### config.mk
export PLATFORM = sky130hd
export DESIGN_NAME = secwr_gate
export DESIGN_NICKNAME = d
export VERILOG_FILES = /design/src/rtl/secwr_pkg.sv /design/src/rtl/secwr_geom.sv /design/src/rtl/secwr_policy.sv /design/src/rtl/secwr_errflag.sv /design/src/rtl/secwr_gate.sv
export SDC_FILE = /design/constraint.sdc
export NUM_CORES = 1
export LEC_CHECK = 0
export BUFFER_PORTS_ARGS = -buffer_cell sky130_fd_sc_hd__clkbuf_2
export CORE_ASPECT_RATIO = 0.6
export CORE_MARGIN = 8
export CORE_UTILIZATION = 50
export CTS_CLUSTER_DIAMETER = 200
export DETAILED_ROUTE_END_ITERATION = 8
export PLACE_DENSITY = 0.82
export REMOVE_ABC_BUFFERS = 1
export SETUP_SLACK_MARGIN = 0.05
export SYNTH_ARGS = -nofsm -noshare
export SYNTH_HDL_FRONTEND = slang
export SYNTH_SLANG_ARGS = --single-unit
### constraint.sdc
create_clock -name clk -period 2.9 [get_ports clk]
set_input_delay 0.145 -clock clk [delete_from_list [all_inputs] [get_ports clk]]
set_output_delay 0.145 -clock clk [all_outputs]
set_load 0.02 [all_outputs]
### src/rtl/secwr_pkg.sv
// Package: shared types for the secure write gate.
// Assumes region codes come from an external address decoder.
package secwr_pkg;

    // Lock byte value that means "open"; every other value is locked.
    localparam logic [7:0] LOCK_OPEN = 8'h55;

    typedef enum logic [1:0] {
        RGN_USER = 2'b00,
        RGN_KEY  = 2'b01,
        RGN_CFG  = 2'b10,
        RGN_NONE = 2'b11
    } region_e;

    typedef struct packed {
        logic cnt_bad;
        logic page_cross;
        logic zone_span;
        logic zone_oob;
    } geom_flags_t;

endpackage

### src/rtl/secwr_geom.sv
// Geometry check: byte count range, page crossing and user-zone extent.
// Assumes PAGE_BYTES and ZONE_BYTES are powers of two and that
// ADDR_W is wider than CNT_W. Purely combinational.
module secwr_geom
    import secwr_pkg::*;
#(
    parameter int ADDR_W     = 16,
    parameter int CNT_W      = 6,
    parameter int MAX_BYTES  = 32,
    parameter int PAGE_BYTES = 32,
    parameter int ZONE_BYTES = 256,
    parameter int N_ZONES    = 16,
    parameter int ZI_W       = (N_ZONES > 1) ? $clog2(N_ZONES) : 1
) (
    input  logic [ADDR_W-1:0] addr,
    input  logic [CNT_W-1:0]  count,
    output geom_flags_t       flags,
    output logic [ZI_W-1:0]   zone_idx
);
    localparam int XW   = ADDR_W + 1;
    localparam int PO_W = $clog2(PAGE_BYTES);
    localparam int ZB_W = $clog2(ZONE_BYTES);

    logic [XW-1:0] a_ext, c_ext, last_byte, page_end, z_first, z_last;

    // Derive first/last byte, page end and zone numbers; flag violations.
    always_comb begin
        a_ext     = {1'b0, addr};
        c_ext     = XW'(count);
        last_byte = a_ext + c_ext - XW'(1);
        page_end  = XW'(addr[PO_W-1:0]) + c_ext;
        z_first   = a_ext >> ZB_W;
        z_last    = last_byte >> ZB_W;

        flags.cnt_bad    = (count == '0) || (count > CNT_W'(MAX_BYTES));
        flags.page_cross = page_end > XW'(PAGE_BYTES);
        flags.zone_oob   = (z_first >= XW'(N_ZONES)) || (z_last >= XW'(N_ZONES));
        flags.zone_span  = z_first != z_last;
        zone_idx         = z_first[ZI_W-1:0];
    end

endmodule

### src/rtl/secwr_policy.sv
// Policy check: combines geometry flags with region, lock bytes and
// zone permissions into one accept decision. Recognises the buffer
// pointer reset address, which bypasses every other rule.
// Assumes region codes per secwr_pkg::region_e. Purely combinational.
module secwr_policy
    import secwr_pkg::*;
#(
    parameter int          ADDR_W       = 16,
    parameter int          CNT_W        = 6,
    parameter int          KEY_REC      = 16,
    parameter int          N_ZONES      = 16,
    parameter int          ZI_W         = (N_ZONES > 1) ? $clog2(N_ZONES) : 1,
    parameter logic [15:0] BUF_RST_ADDR = 16'hFFFE
) (
    input  logic [ADDR_W-1:0]  addr,
    input  logic [CNT_W-1:0]   count,
    input  region_e            region,
    input  geom_flags_t        flags,
    input  logic [ZI_W-1:0]    zone_idx,
    input  logic [N_ZONES-1:0] zone_wr_en,
    input  logic [7:0]         key_lock,
    input  logic [7:0]         cfg_lock,
    output logic               accept,
    output logic               buf_hit
);
    localparam int KR_W = $clog2(KEY_REC);

    logic [N_ZONES-1:0] zone_hit;
    logic perm_ok, key_open, cfg_open, key_fit, geom_ok;

    // One comparator per zone: the selected zone's enable bit passes through.
    for (genvar z = 0; z < N_ZONES; z++) begin : g_zone
        assign zone_hit[z] = (zone_idx == ZI_W'(z)) && zone_wr_en[z];
    end

    // Evaluate the locks and the key-record shape, then pick the region rule.
    always_comb begin
        perm_ok  = |zone_hit;
        key_open = key_lock == LOCK_OPEN;
        cfg_open = cfg_lock == LOCK_OPEN;
        key_fit  = (addr[KR_W-1:0] == '0) && (count == CNT_W'(KEY_REC));
        geom_ok  = !flags.cnt_bad && !flags.page_cross;
        buf_hit  = addr == ADDR_W'(BUF_RST_ADDR);

        if (buf_hit) begin
            accept = 1'b1;
        end else if (!geom_ok) begin
            accept = 1'b0;
        end else begin
            unique case (region)
                RGN_USER: accept = !flags.zone_oob && !flags.zone_span && perm_ok;
                RGN_KEY:  accept = key_open && key_fit;
                RGN_CFG:  accept = cfg_open;
                default:  accept = 1'b0;
            endcase
        end
    end

endmodule

### src/rtl/secwr_errflag.sv
// Sticky error flag. Set has priority over clear so that an error
// arriving during a status read is never lost.
// Assumes set and clr are single-cycle qualifiers sampled at clk.
module secwr_errflag (
    input  logic clk,
    input  logic rst_n,
    input  logic set,
    input  logic clr,
    output logic flag
);
    // Hold the error until read; a new rejection wins over the read.
    always_ff @(posedge clk) begin
        if (!rst_n)   flag <= 1'b0;
        else if (set) flag <= 1'b1;
        else if (clr) flag <= 1'b0;
    end
endmodule

### src/rtl/secwr_gate.sv
// Top level of the secure write gate. Registers a one-cycle verdict
// for each request strobe: commit on accept, pointer rewind for the
// buffer reset address, sticky error on reject.
// Assumes requests are at least one cycle apart or back to back, each
// held for exactly one cycle.
module secwr_gate
    import secwr_pkg::*;
#(
    parameter int          ADDR_W       = 16,
    parameter int          CNT_W        = 6,
    parameter int          MAX_BYTES    = 32,
    parameter int          PAGE_BYTES   = 32,
    parameter int          ZONE_BYTES   = 256,
    parameter int          N_ZONES      = 16,
    parameter int          KEY_REC      = 16,
    parameter logic [15:0] BUF_RST_ADDR = 16'hFFFE
) (
    input  logic               clk,
    input  logic               rst_n,
    input  logic               req_valid,
    input  logic [ADDR_W-1:0]  req_addr,
    input  logic [CNT_W-1:0]   req_count,
    input  logic [1:0]         req_region,
    input  logic [7:0]         key_lock,
    input  logic [7:0]         cfg_lock,
    input  logic [N_ZONES-1:0] zone_wr_en,
    input  logic               status_rd,
    output logic               dec_valid,
    output logic               dec_accept,
    output logic               commit,
    output logic               buf_ptr_rst,
    output logic               eerr
);
    localparam int ZI_W = (N_ZONES > 1) ? $clog2(N_ZONES) : 1;

    geom_flags_t       flags;
    logic [ZI_W-1:0]   zone_idx;
    logic              accept_c, buf_hit_c, reject_c;
    region_e           region;

    assign region   = region_e'(req_region);
    assign reject_c = req_valid && !accept_c;

    secwr_geom #(
        .ADDR_W(ADDR_W), .CNT_W(CNT_W), .MAX_BYTES(MAX_BYTES),
        .PAGE_BYTES(PAGE_BYTES), .ZONE_BYTES(ZONE_BYTES),
        .N_ZONES(N_ZONES), .ZI_W(ZI_W)
    ) u_geom (
        .addr(req_addr), .count(req_count),
        .flags(flags), .zone_idx(zone_idx)
    );

    secwr_policy #(
        .ADDR_W(ADDR_W), .CNT_W(CNT_W), .KEY_REC(KEY_REC),
        .N_ZONES(N_ZONES), .ZI_W(ZI_W), .BUF_RST_ADDR(BUF_RST_ADDR)
    ) u_policy (
        .addr(req_addr), .count(req_count), .region(region),
        .flags(flags), .zone_idx(zone_idx), .zone_wr_en(zone_wr_en),
        .key_lock(key_lock), .cfg_lock(cfg_lock),
        .accept(accept_c), .buf_hit(buf_hit_c)
    );

    secwr_errflag u_err (
        .clk(clk), .rst_n(rst_n),
        .set(reject_c), .clr(status_rd),
        .flag(eerr)
    );

    // Register the verdict and its strobes one clock after the request.
    always_ff @(posedge clk) begin
        if (!rst_n) begin
            dec_valid   <= 1'b0;
            dec_accept  <= 1'b0;
            commit      <= 1'b0;
            buf_ptr_rst <= 1'b0;
        end else begin
            dec_valid   <= req_valid;
            dec_accept  <= req_valid && accept_c;
            commit      <= req_valid && accept_c && !buf_hit_c;
            buf_ptr_rst <= req_valid && buf_hit_c;
        end
    end

endmodule

; ---- Yosys cells after proc, flatten, opt, wreduce, memory -nomap -nowiden
; Cells that the tools add are included.
; W data, S select, Z words.
[totals]
latch_bits = 0
mem_count = 0
output_inout_bits = 5
in_bits = 60
ram_bits = 0
rom_bits = 0
register_bits = 5
wordCells = 78
[op_classes]
n_reduce_logical = 39
bitwise = 0
multipliers = 0
muxes = 5
magnitude_cmp = 4
eq_ne = 22
div = 0
n_addsub = 3
n_shift = 0
[ops]
columns = op, count
row1 = $eq A4 B4 Y1 const B, 8
row2 = $logic_and A1 B1 Y1, 25
row3 = $add A16 B6 Y17, 1
row4 = $gt A17 B6 Y1 const B, 1
row5 = $sub A17 B1 Y17 const B, 1
row6 = $eq A16 B16 Y1 const B, 1
row7 = $eq A4 B3 Y1 const B, 4
row8 = $eq A8 B7 Y1 const B, 2
row9 = $reduce_or A16 Y1, 1
row10 = $ge A9 B5 Y1 const B, 1
row11 = $ne A8 B9 Y1, 1
row12 = $eq A4 B2 Y1 const B, 2
row13 = $ge A8 B5 Y1 const B, 1
row14 = $logic_not A4 Y1, 2
row15 = $add A5 B6 Y7, 1
row16 = $eq A6 B5 Y1 const B, 1
row17 = $gt A6 B6 Y1 const B, 1
row18 = $logic_not A1 Y1, 6
row19 = $logic_not A6 Y1, 1
row20 = $eq A4 B1 Y1 const B, 1
row21 = $mux W1, 4
row22 = $pmux W1 S3, 1
row23 = $eq A2 B1 Y1 const B, 1
row24 = $eq A2 B2 Y1 const B, 1
row25 = 3 further kinds, 4

; ---- Depth between registers and ports, before layout
; Gate-level depths: netlist of run 1.
[depth]
ltp_word = 13
ltp_mapped = 12
ltp_nobuf = 12

; ---- By module
; A second synthesis of run 1 with hierarchy kept.
[hier_totals]
hier_cells = 206
area_unflattened_um2 = 1637.8
[modules_own_cells]
columns = mod, instances, area_each_um2, cells_per_inst, seq_area_each_um2
row1 = secwr_geom, 1, 1199.9, 167, 0.0
row2 = secwr_policy, 1, 277.8, 27, 0.0
row3 = secwr_gate, 1, 118.9, 9, 80.1
row4 = secwr_errflag, 1, 41.3, 3, 20.0

; ---- Worst setup path after synthesis of run 1
; Ideal clock, no wire load.
[synth_timing]
kind = input to register
start = input req_count[2]
end = register u_err.flag
setup_ns = 0.115
required_time_ns = 2.785
n_path_buf = 0
arrival_ns = 2.500
slack_ns = 0.285
stages = 12
path_cell_list = inv_1 -> ha_1 -> inv_1 -> ha_1 -> or3b_4 -> a22oi_1 -> nor2b_1 -> o41a_1 -> xnor2_1 -> nor4_2 -> nand4b_1 -> a31o_1
[synth_via]
elab_chain_len = 13
word_cells_on_any_way = 27
classes_between = add/sub (3) / order compare (3) / eq/ne (2) / mux (4) / reduce/logical (15)
[synth_rtl]
columns = item, line_no
row1 = "start, declared", secwr_gate.sv:22  ; input logic [CNT_W-1:0] req_count,
row2 = $add A16 B6 Y17, secwr_geom.sv:30  ; last_byte = a_ext + c_ext - XW'(1);
row3 = $sub A17 B1 Y17, secwr_geom.sv:30
row4 = $ge A9 B5 Y1, secwr_geom.sv:37  ; flags.zone_oob = (z_first >= XW'(N_ZONES)) || (z_last >= XW'(N_ZONES));
row5 = $logic_or A1 B1 Y1, secwr_geom.sv:37
row6 = $logic_not A1 Y1, secwr_policy.sv:51  ; RGN_USER: accept = !flags.zone_oob && !flags.zone_span && perm_ok;
row7 = $logic_and A1 B1 Y1 (2 in series), secwr_policy.sv:51
row8 = $pmux W1 S3, secwr_policy.sv:50  ; unique case (region)
row9 = $mux W1 *, secwr_policy.sv:47  ; end else if (!geom_ok) begin
row10 = $mux W1 *, secwr_policy.sv:45  ; if (buf_hit) begin
row11 = $logic_not A1 Y1 *, secwr_gate.sv:42  ; assign reject_c = req_valid && !accept_c;
row12 = $logic_and A1 B1 Y1 *, secwr_gate.sv:42
row13 = $mux W1 / $reduce_bool A2 Y1 (equally long branches), -
row14 = "end signal, assigned", secwr_errflag.sv:13  ; if (!rst_n) flag <= 1'b0;
row15 = "end signal, assigned", secwr_errflag.sv:14  ; else if (set) flag <= 1'b1;
row16 = "end signal, assigned", secwr_errflag.sv:15  ; else if (clr) flag <= 1'b0;
row17 = "end, declared", secwr_errflag.sv:9  ; output logic flag
; Mark *: on every way between the ends. The rest lies on a longest branch, timed or not.
; A chain may end at the register's enable or synchronous reset.

; ---- Worst setup path after layout of run 1
; Ends and elaborated chain as after synthesis.

==> run summary, run 1 <==
Residual DRC: 0
Synth Flop Type: dfxtp_1
First-pass DRT Iterations: 4
setup TNS: 0 ns
vias in the first global route: 1687
compound-cell area share of the yosys netlist: 25.9%
sequential fraction of the synthesis area: 6.06%
clock slew at reported path FFs: 0.03 ns
Period minus WS final: 2.62 ns
sequential cell area: 100 um^2
RD Place Congestion: 0.907
post-synth top area share: 28.0%
vias per cell: 5.41
WL/cell: 14.0 um
delay-heaviest family, CP: simple AND/OR/NAND/NOR gates
Yosys reg bits: 5
EDFF count, synth: 0
fraction of synthesized area in multiplexers: 1.29%
Core Rows: 16
total wire length: 4690 um
post-synthesis async set-or-reset flop share: 0%
synth cell count leaders: inv_1, ha_1, nor2_1, a22oi_1, nand2_1
layout overhead on the synthesized area: 25.6%
Worst Path Arrival: 2.73 ns
Clock Skew: 0 ns
port bufs: 64
global-route wire length before repair: 7540 um
Fmax: 381 MHz
Slew Limit Fails: 0
largest family of logic cells by synthesized area: adder cells
die height: 60.5 um
syn avg cell area: 7.41 um^2
dominant cells by area after synthesis: ha_1, inv_1, dfxtp_1
RSZ-0062 raised after global routing: false
Worst slew margin: 63.5%
WP data required: 3.01 ns
startpoint types: input pin
Critical Path End Type: register
PD cells: 251 nW/um^2
final hold viol count: 0
Switching Share: 39.9%
Num CTS Buffers: 3
# IOs: 65
sequential power share: 13.8%
worst skew pair latency: 0.22 ns
Finish-stage setup viols: 0
synthesized-area fraction occupied by xor and xnor cells: 5.30%
largest net degree at the start of global routing: 10
core area: 3200 um^2
Antenna Nets Post-Route: 0
CTS Hold Bufs: 0
CP cell instances: clkbuf_2, inv_1, ha_1, inv_1, ha_1, or3b_4, a22oi_2, nor2b_1, o41a_1, xnor2_1, nor4_2, nand4b_1, a31o_1
Setup CP Type: in2reg
P_sw: 208 uW
initial cell density of the core: 51.6%
Initial DRC Count: 184
root cell of the clock tree: clkbuf_8
dpl hpwl: 4240 um
internal power: 313 uW
Vias: 1813
total track usage: 16.5%
count of cell types in the netlist: 53
outcome: completed
combinational share of power: 61.8%
Total Die Area: 5460 um^2
Syn Inst Count: 223
Syn. warnings: 0
gr ovfl total: 0
initial antenna violation count: 0
Final period util: 90.4%
Pleak: 0.00114 uW
Clock Power Share: 24.4%
ant diodes: 0
Nets: 389
H-Tree Depth: 1
share of layout cells above drive strength 1: 26.2%
HP Class: in2reg
Buf/Inv on CP: 3
MaxCap Viol Count: 0
CTS Buffer Depth: 2
footprint of the multi-input gates: 1380 um^2
R2R setup slack: 2.12 ns
synthesized area: 1650 um^2
Post-Synth Adder-Cell Area: 29.2%
fillers: 299
most frequent cell after synthesis: inv_1
largest fanout on the critical path: 3
VDD IR max: 267 uV
Chip Width: 90.2 um
measured slew at the worst slew-check pin: 0.542 ns
Synth area leader: ha_1
TritonCTS clock tree: done
simple-gate share of the synthesized area: 21.5%
Critical-path top delay cell: or3b_4
Crit path largest cell delay: 0.38 ns
hold slack final: 0.182 ns
clock sink total: 5
-- metrics by stage --
stage / setup WS, ns / std cells / instance area, um^2 / util (%) / total power (uW)
4_1_cts: 0.232 / 335 / 2070 / 64.6 / 514
5_1_grt: 0.119 / 335 / 2070 / 64.8 / 561
2_1_floorplan: 0.285 / 220 / 1630 / - / 281
3_5_place_dp: 0.0183 / 331 / 2020 / 63.2 / 385
3_3_place_gp: 0.112 / 331 / 2020 / 63.2 / 378
6_report: 0.279 / 335 / 2070 / 64.8 / 520
-- sequential cells by signal, indices dropped and copies added (netlist names) --
register,flops
buf_ptr_rst,1
u_err.flag,1
dec_valid,1
commit,1
dec_accept,1
-- path summary, 6_finish.rpt --
kind | startpoint | end | cells after the start
setup reg to reg | u_err.flag | u_err.flag | 2
setup / recovery | req_count[2] | u_err.flag | 13
hold / removal | req_valid | dec_valid | 3
hold reg to reg | u_err.flag | u_err.flag | 2
-- cell type report --
type                    instances  area share, %
clock buffers                   4           2.17
inverters                      42           7.60
repair buffers                 66           16.2
multi-input cells             173           66.5
well taps                      45           2.71
flip-flops and latches          5           4.83
-- power by group through the flow --
stage / clock (uW) / sequential, uW / combinational, uW
after detailed placement: 0 / 72.7 / 312
after global routing: 134 / 71.9 / 355
final: 127 / 71.8 / 321
after CTS: 128 / 71.7 / 314
after floorplan: 0 / 74.9 / 206
after global placement: 0 / 72.7 / 306
-- layer usage --
metal / vias up / GRT usage [%] / part of all wire (%)
li1: 926 / - / -
met1: 810 / 23.6 / 52
met2: 73 / 24.7 / 39
met3: 4 / 3.70 / 8.4
met4: 0 / 2.82 / 0.47
met5: - / 0 / 0
-- cell families after synthesis --
logic type	count (synthesis)
simple gates	63
compound gates	60
buf+inv	45
fa+ha+maj	38
xor+xnor	10
flops	5
mux	2
-- placed cells by master, fill, tap and decap left out, types with 3 or more instances in the layout --
master | netlist | routed
a21o_1 | 5 | 5
inv_1 | 41 | 41
nand4_1 | 5 | 5
o21ai_0 | 7 | 6
o21ai_1 | 3 | 4
a31oi_1 | 3 | 3
clkbuf_8 | 0 | 3
nor3b_1 | 4 | 4
nand2_1 | 12 | 12
a21oi_1 | 10 | 10
nor2_1 | 16 | 16
xnor2_1 | 8 | 8
nor3_1 | 4 | 4
dfxtp_1 | 5 | 5
ha_1 | 37 | 37
a22oi_1 | 12 | 11
clkbuf_2 | 0 | 64
o21bai_1 | 5 | 5
-- tightest hold or removal path: stages --
cell,delay [ns]
clkbuf_2,0.08
nand2_1,0.08
inv_1,0.07
-- repair_timing --
| action | CTS | global route |
|---|---|---|
| endpoints found under the setup margin | 0 | 1 |
| setup buffers | 0 | 0 |
| gates resized for setup | 0 | 2 |
Power figures use the tool's default switching activity.
==> run 2, diff against run 1 <==
Settings changed: REMOVE_ABC_BUFFERS 1 to default.
==> run 2 against run 1 <==
- total power rose by 0.64%
- sequential share of layout area is the same
- clock power barely moved
- via count increased by 1.3%
- clock-buffer cell count unchanged
- cell count unchanged
- die area unchanged
- clock skew unchanged
- first-iteration DRC count down 47%
- critical path depth is the same
- register-to-register slack better by 0.02 ns
- largest power group unchanged
==> run summary, run 2 (synthesis gave the netlist of run 1 again) <==
outcome: completed
Num CTS Buffers: 3 (unchanged)
gr ovfl total: 0 (unchanged)
Core Rows: 16 (unchanged)
measured slew at the worst slew-check pin: 0.559 ns (+0.0169 ns)
clock slew at reported path FFs: 0.03 ns (about the same)
initial antenna violation count: 0 (unchanged)
# IOs: 65 (unchanged)
Pleak: 0.00114 uW (about the same)
die height: 60.5 um (unchanged)
port bufs: 64 (unchanged)
initial cell density of the core: 51.6% (unchanged)
DP Area: 2020 um^2 (unchanged)
Initial DRC Count: 98 (-47%)
Setup CP Type: in2reg
MaxCap Viol Count: 0 (unchanged)
Clock Skew: 0 ns (unchanged)
VDD IR max: 191 uV (-28%)
total track usage: 18.2% (+1.7 points)
root cell of the clock tree: clkbuf_8
Chip Width: 90.2 um (unchanged)
vias per cell: 5.48 (+1.3%)
Nets: 389 (unchanged)
share of layout cells above drive strength 1: 26.2% (unchanged)
H-Tree Depth: 1 (unchanged)
post-CTS sizing: 0 (unchanged)
Period minus WS final: 2.64 ns (+0.0210 ns)
PD cells: 252 nW/um^2 (+0.64%)
Slew Limit Fails: 0 (unchanged)
fillers: 286 (-4.3%)
Worst slew margin: 62.4% (-1.1 points)
Vias: 1836 (+1.3%)
CTS Hold Bufs: 0 (unchanged)
global-route wire length before repair: 8120 um (+7.7%)
Fmax: 378 MHz (-0.80%)
vias in the first global route: 1817 (+7.7%)
Worst Path Arrival: 2.75 ns (+0.02 ns)
core area: 3200 um^2 (unchanged)
Antenna Nets Post-Route: 0 (unchanged)
Core Util, Final: 64.8% (unchanged)
Final period util: 91.1% (+0.73 points)
WL/cell: 14.7 um (+5.2%)
most frequent cells in the layout: clkbuf_2, inv_1, ha_1
First-pass DRT Iterations: 4 (unchanged)
clock sink total: 5 (unchanged)
sequential cell area: 100 um^2 (unchanged)
Final Power: 524 uW (+0.64%)
syn nets: 321
setup TNS: 0 ns (unchanged)
HP Class: in2reg
footprint of the multi-input gates: 1380 um^2 (unchanged)
Total Die Area: 5460 um^2 (unchanged)
hold slack final: 0.171 ns (-0.0110 ns)
Finish-stage setup viols: 0 (unchanged)
RD Place Congestion: 0.925 (+1.9%)
# Post-CTS Setup Buffers: 0 (unchanged)
dpl hpwl: 4380 um (+3.3%)
most common cell after layout, fill and taps aside: clkbuf_2
TritonCTS clock tree: done
final hold viol count: 0 (unchanged)
largest fanout on the critical path: 3 (unchanged)
largest net degree at the start of global routing: 10 (unchanged)
worst skew pair latency: 0.22 ns (about the same)
RSZ-0062 raised after global routing: false
startpoint types: input pin
Residual DRC: 0 (unchanged)
ant diodes: 0 (unchanged)
WP data required: 3.01 ns (about the same)
CTS Buffer Depth: 2 (unchanged)
Final Instance Area: 2070 um^2 (unchanged)
total wire length: 4930 um (+5.2%)
Critical Path End Type: register
layout overhead on the synthesized area: 25.6% (unchanged)
run 2: through the flow:
step | setup slack (ns) | std cells
after global placement | 0.110 | 331
after global routing | 0.0674 | 335
after CTS | 0.220 | 335
final | 0.258 | 335
after detailed placement | 0.00179 | 331
after floorplan | 0.285 | 223
run 2: final timing paths:
check / start / endpoint / slack (ns) / depth (start not counted)
max: req_count[2] / u_err.flag / 0.26 / 13
min: req_valid / dec_valid / 0.17 / 3
min reg2reg: u_err.flag / u_err.flag / 0.60 / 2
max reg2reg: u_err.flag / u_err.flag / 2.14 / 2
run 2: layout make-up:
class                   instances  area share [%]
clock buffers                   4            2.17
inverters                      42            7.60
repair buffers                 66            16.2
well taps                      45            2.71
flip-flops and latches          5            4.83
multi-input cells             173            66.5
run 2: critical path, cell delays in order:
cell,delay [ns]
clkbuf_2,0.09
inv_1,0.05
ha_1,0.31
inv_1,0.08
ha_1,0.27
or3b_4,0.38
a22oi_2,0.14
nor2b_1,0.07
o41a_1,0.34
xnor2_1,0.15
nor4_2,0.27
nand4b_1,0.18
a31o_1,0.25
run 2: metal layers:
metal / vias to the layer above / GRT usage [%] / wire (um)
met4: 0 / 4.23 / 43
met2: 85 / 27.9 / 1990
met1: 815 / 25.1 / 2440
met3: 7 / 4.44 / 465
met5: - / 0 / 0
li1: 929 / - / -
run 2: power by group:
part | total, uW | switching, uW | internal [uW]
Sequential | 71.6 | 0.577 | 71.0
Combinational | 326 | 179 | 147
Clock | 126 | 32.0 | 94.1
==> run 3, diff against run 2 <==
Settings changed: ABC_AREA from default to 1, CORE_UTILIZATION 50 to 52.
==> run 3 against run 2 <==
- synthesized cell count increased by 58%
- non-clock buffer count decreased by 2
- sequential power about the same
- critical endpoint unchanged
- setup slack improved by 0.35 ns
- clock-buffer cell count unchanged
- worst hold slack improved by 0.015 ns
- via count increased by 31%
- utilization increased by 0.90 points
- critical path depth increased by 6
==> run summary, run 3 <==
largest fanout on the critical path: 4 (+1)
Finish-stage setup viols: 0 (unchanged)
initial cell density of the core: 54.0% (+2.4 points)
Fmax: 435 MHz (+15%)
port bufs: 64 (unchanged)
CTS Hold Bufs: 0 (unchanged)
VDD IR max: 247 uV (+29%)
gr ovfl total: 0 (unchanged)
MaxCap Viol Count: 0 (unchanged)
most frequent cells in the layout: nand2_1, inv_1, clkbuf_2
most frequent cell after synthesis: nand2_1
Period minus WS final: 2.30 ns (-0.346 ns)
sequential power share: 12.4% (-1.3 points)
total wire length: 5860 um (+19%)
syn nets: 450 (+40%)
Vias: 2414 (+31%)
# IOs: 65 (unchanged)
Core Util, Final: 65.7% (+0.90 points)
count of cell types in the netlist: 27 (-49%)
Worst slew margin: 80.2% (+18 points)
Clock Power Share: 22.9% (-1.2 points)
root cell of the clock tree: clkbuf_8
Final period util: 79.2% (-12 points)
outcome: completed
setup TNS: 0 ns (unchanged)
Residual DRC: 0 (unchanged)
RD Place Congestion: 0.908 (-1.8%)
Syn Inst Count: 352 (+58%)
Synth Flop Type: dfxtp_1
Critical Path End Type: register
Antenna Nets Post-Route: 0 (unchanged)
sequential fraction of the synthesis area: 5.10% (-0.97 points)
internal power: 306 uW (-2.0%)
clock sink total: 5 (unchanged)
largest net degree at the start of global routing: 7 (-3)
Syn. warnings: 0 (unchanged)
vias per cell: 5.17 (-5.7%)
measured slew at the worst slew-check pin: 0.292 ns (-0.266 ns)
post-CTS sizing: 0 (unchanged)
Initial DRC Count: 233 (+140%)
startpoint types: input pin
dpl hpwl: 5210 um (+19%)
synthesized area: 1960 um^2 (+19%)
Switching Share: 47.0% (+6.6 points)
Final Power: 577 uW (+10%)
initial antenna violation count: 0 (unchanged)
vias in the first global route: 2131 (+17%)
WP data required: 3.02 ns (about the same)
Num CTS Buffers: 3 (unchanged)
H-Tree Depth: 1 (unchanged)
post-synthesis async set-or-reset flop share: 0% (unchanged)
core area: 3640 um^2 (+14%)
total track usage: 19.5% (+1.3 points)
Setup CP Type: in2reg
dominant cells by area after synthesis: ha_1, nand2_1, inv_1
clock slew at reported path FFs: 0.04 ns (about the same)
Core Rows: 17 (+1)
Worst Path Arrival: 2.41 ns (-0.34 ns)
Total Die Area: 6060 um^2 (+11%)
Pleak: 0.00153 uW (+34%)
Nets: 519 (+33%)
post-synth top area share: 23.6% (-4.5 points)
# Post-CTS Setup Buffers: 0 (unchanged)
EDFF count, synth: 0 (unchanged)
First-pass DRT Iterations: 5 (+1)
final hold viol count: 0 (unchanged)
Clock Skew: 0 ns (unchanged)
Slew Limit Fails: 0 (unchanged)
die height: 63.6 um (+5.1%)
TritonCTS clock tree: done
worst skew pair latency: 0.23 ns (about the same)
Yosys reg bits: 5 (unchanged)
most common cell after layout, fill and taps aside: nand2_1
Synth area leader: ha_1
WL/cell: 12.5 um (-15%)
final std cells w/o fill: 467 (+39%)
layout overhead on the synthesized area: 21.6%
ant diodes: 0 (unchanged)
syn avg cell area: 5.58 um^2 (-25%)
HP Class: in2reg
share of layout cells above drive strength 1: 18.6% (-7.6 points)
combinational share of power: 64.7% (+2.5 points)
synth cell count leaders: nand2_1, inv_1, nand3_1, ha_1, nor2_1
Post-Place Cells: 463 (+40%)
PD cells: 242 nW/um^2 (-4.2%)
RSZ-0062 raised after global routing: false
global-route wire length before repair: 9720 um (+20%)
P_sw: 271 uW (+28%)
CTS Buffer Depth: 2 (unchanged)
Chip Width: 95.3 um (+5.7%)
[run 3: changes by cell type in the layout (fill, tap and decap cells not counted), moves of 4 or more]
cell / previous run / this run
xnor2_1: 8 / 1
a21o_1: 5 / 0
nor2_1: 16 / 26
xor2_1: 2 / 6
nand2_1: 12 / 105
nand4_1: 5 / 13
nand3_1: 2 / 41
o21ai_0: 7 / 2
nor3b_1: 4 / 0
a22oi_1: 11 / 0
inv_1: 41 / 77
nand2_2: 0 / 4
[run 3: area by class of cell]
class	count	area, um^2
multi-input cells	268	1570
fillers	339	1250
repair buffers	64	320
inverters	79	297
flip-flops and latches	5	100
well taps	47	58.8
clock buffers	4	45.0
[run 3: path summary, 6_finish.rpt]
kind                             startpoint          to  slack, ns  cells past startpoint
worst max-delay path            req_addr[2]  u_err.flag       0.60                     19
worst min-delay path                  rst_n  u_err.flag       0.19                      3
worst max register to register   u_err.flag  u_err.flag       2.35                      2
worst min register to register   u_err.flag  u_err.flag       0.49                      2
[run 3: layer usage]
layer  vias up  GRT usage, %  wire length, um
met5         -             0                0
li1       1244             -                -
met1      1054          30.1             2990
met3         4          4.73              640
met4         0          4.06               44
met2       112          25.3             2190
[run 3: critical path, stage by stage]
cell and delay [ns]:
clkbuf_2 0.11, inv_1 0.06, ha_1 0.35, inv_1 0.10, ha_1 0.31, nand2_1 0.09, inv_1 0.04, nand2_1 0.05
nand2_1 0.08, nand3_1 0.10, nand3_1 0.10, nand2_1 0.07, nand2_1 0.05, nor2_1 0.19, nand3_1 0.14, o21ai_2 0.19
nand2_2 0.08, nand3_1 0.07, nand2_1 0.06
[run 3: metrics by stage]
step / setup WS [ns] / hold WS, ns / instance area [um^2]
CTS: 0.690 / 0.182 / 2390
detailed placement: 0.455 / 0.426 / 2340
global route: 0.413 / 0.199 / 2390
global placement: 0.541 / 0.402 / 2340
finish: 0.603 / 0.186 / 2390
floorplan: 0.920 / 0.289 / 1960
[run 3: cell families (layout without fill, tap and decap cells)]
group / after synthesis / after routing / synth area share [%]
AND/OR/NAND/NOR: 200 / 200 / 44.7
buffers and inverters: 79 / 147 / 15.1
adder cells (fa/ha/maj): 38 / 38 / 24.6
AO/OA/AOI/OAI: 23 / 23 / 7.39
XOR/XNOR: 7 / 7 / 3.12
flip-flops: 5 / 5 / 5.10
[run 3: power groups by stage]
stage | clock network [uW] | registers [uW] | logic, uW
2_1_floorplan | 0 | 75.0 | 247
3_3_place_gp | 0 | 72.8 | 358
3_5_place_dp | 0 | 72.7 | 364
4_1_cts | 136 | 71.7 | 366
5_1_grt | 141 | 71.8 | 422
6_report | 132 | 71.7 | 373
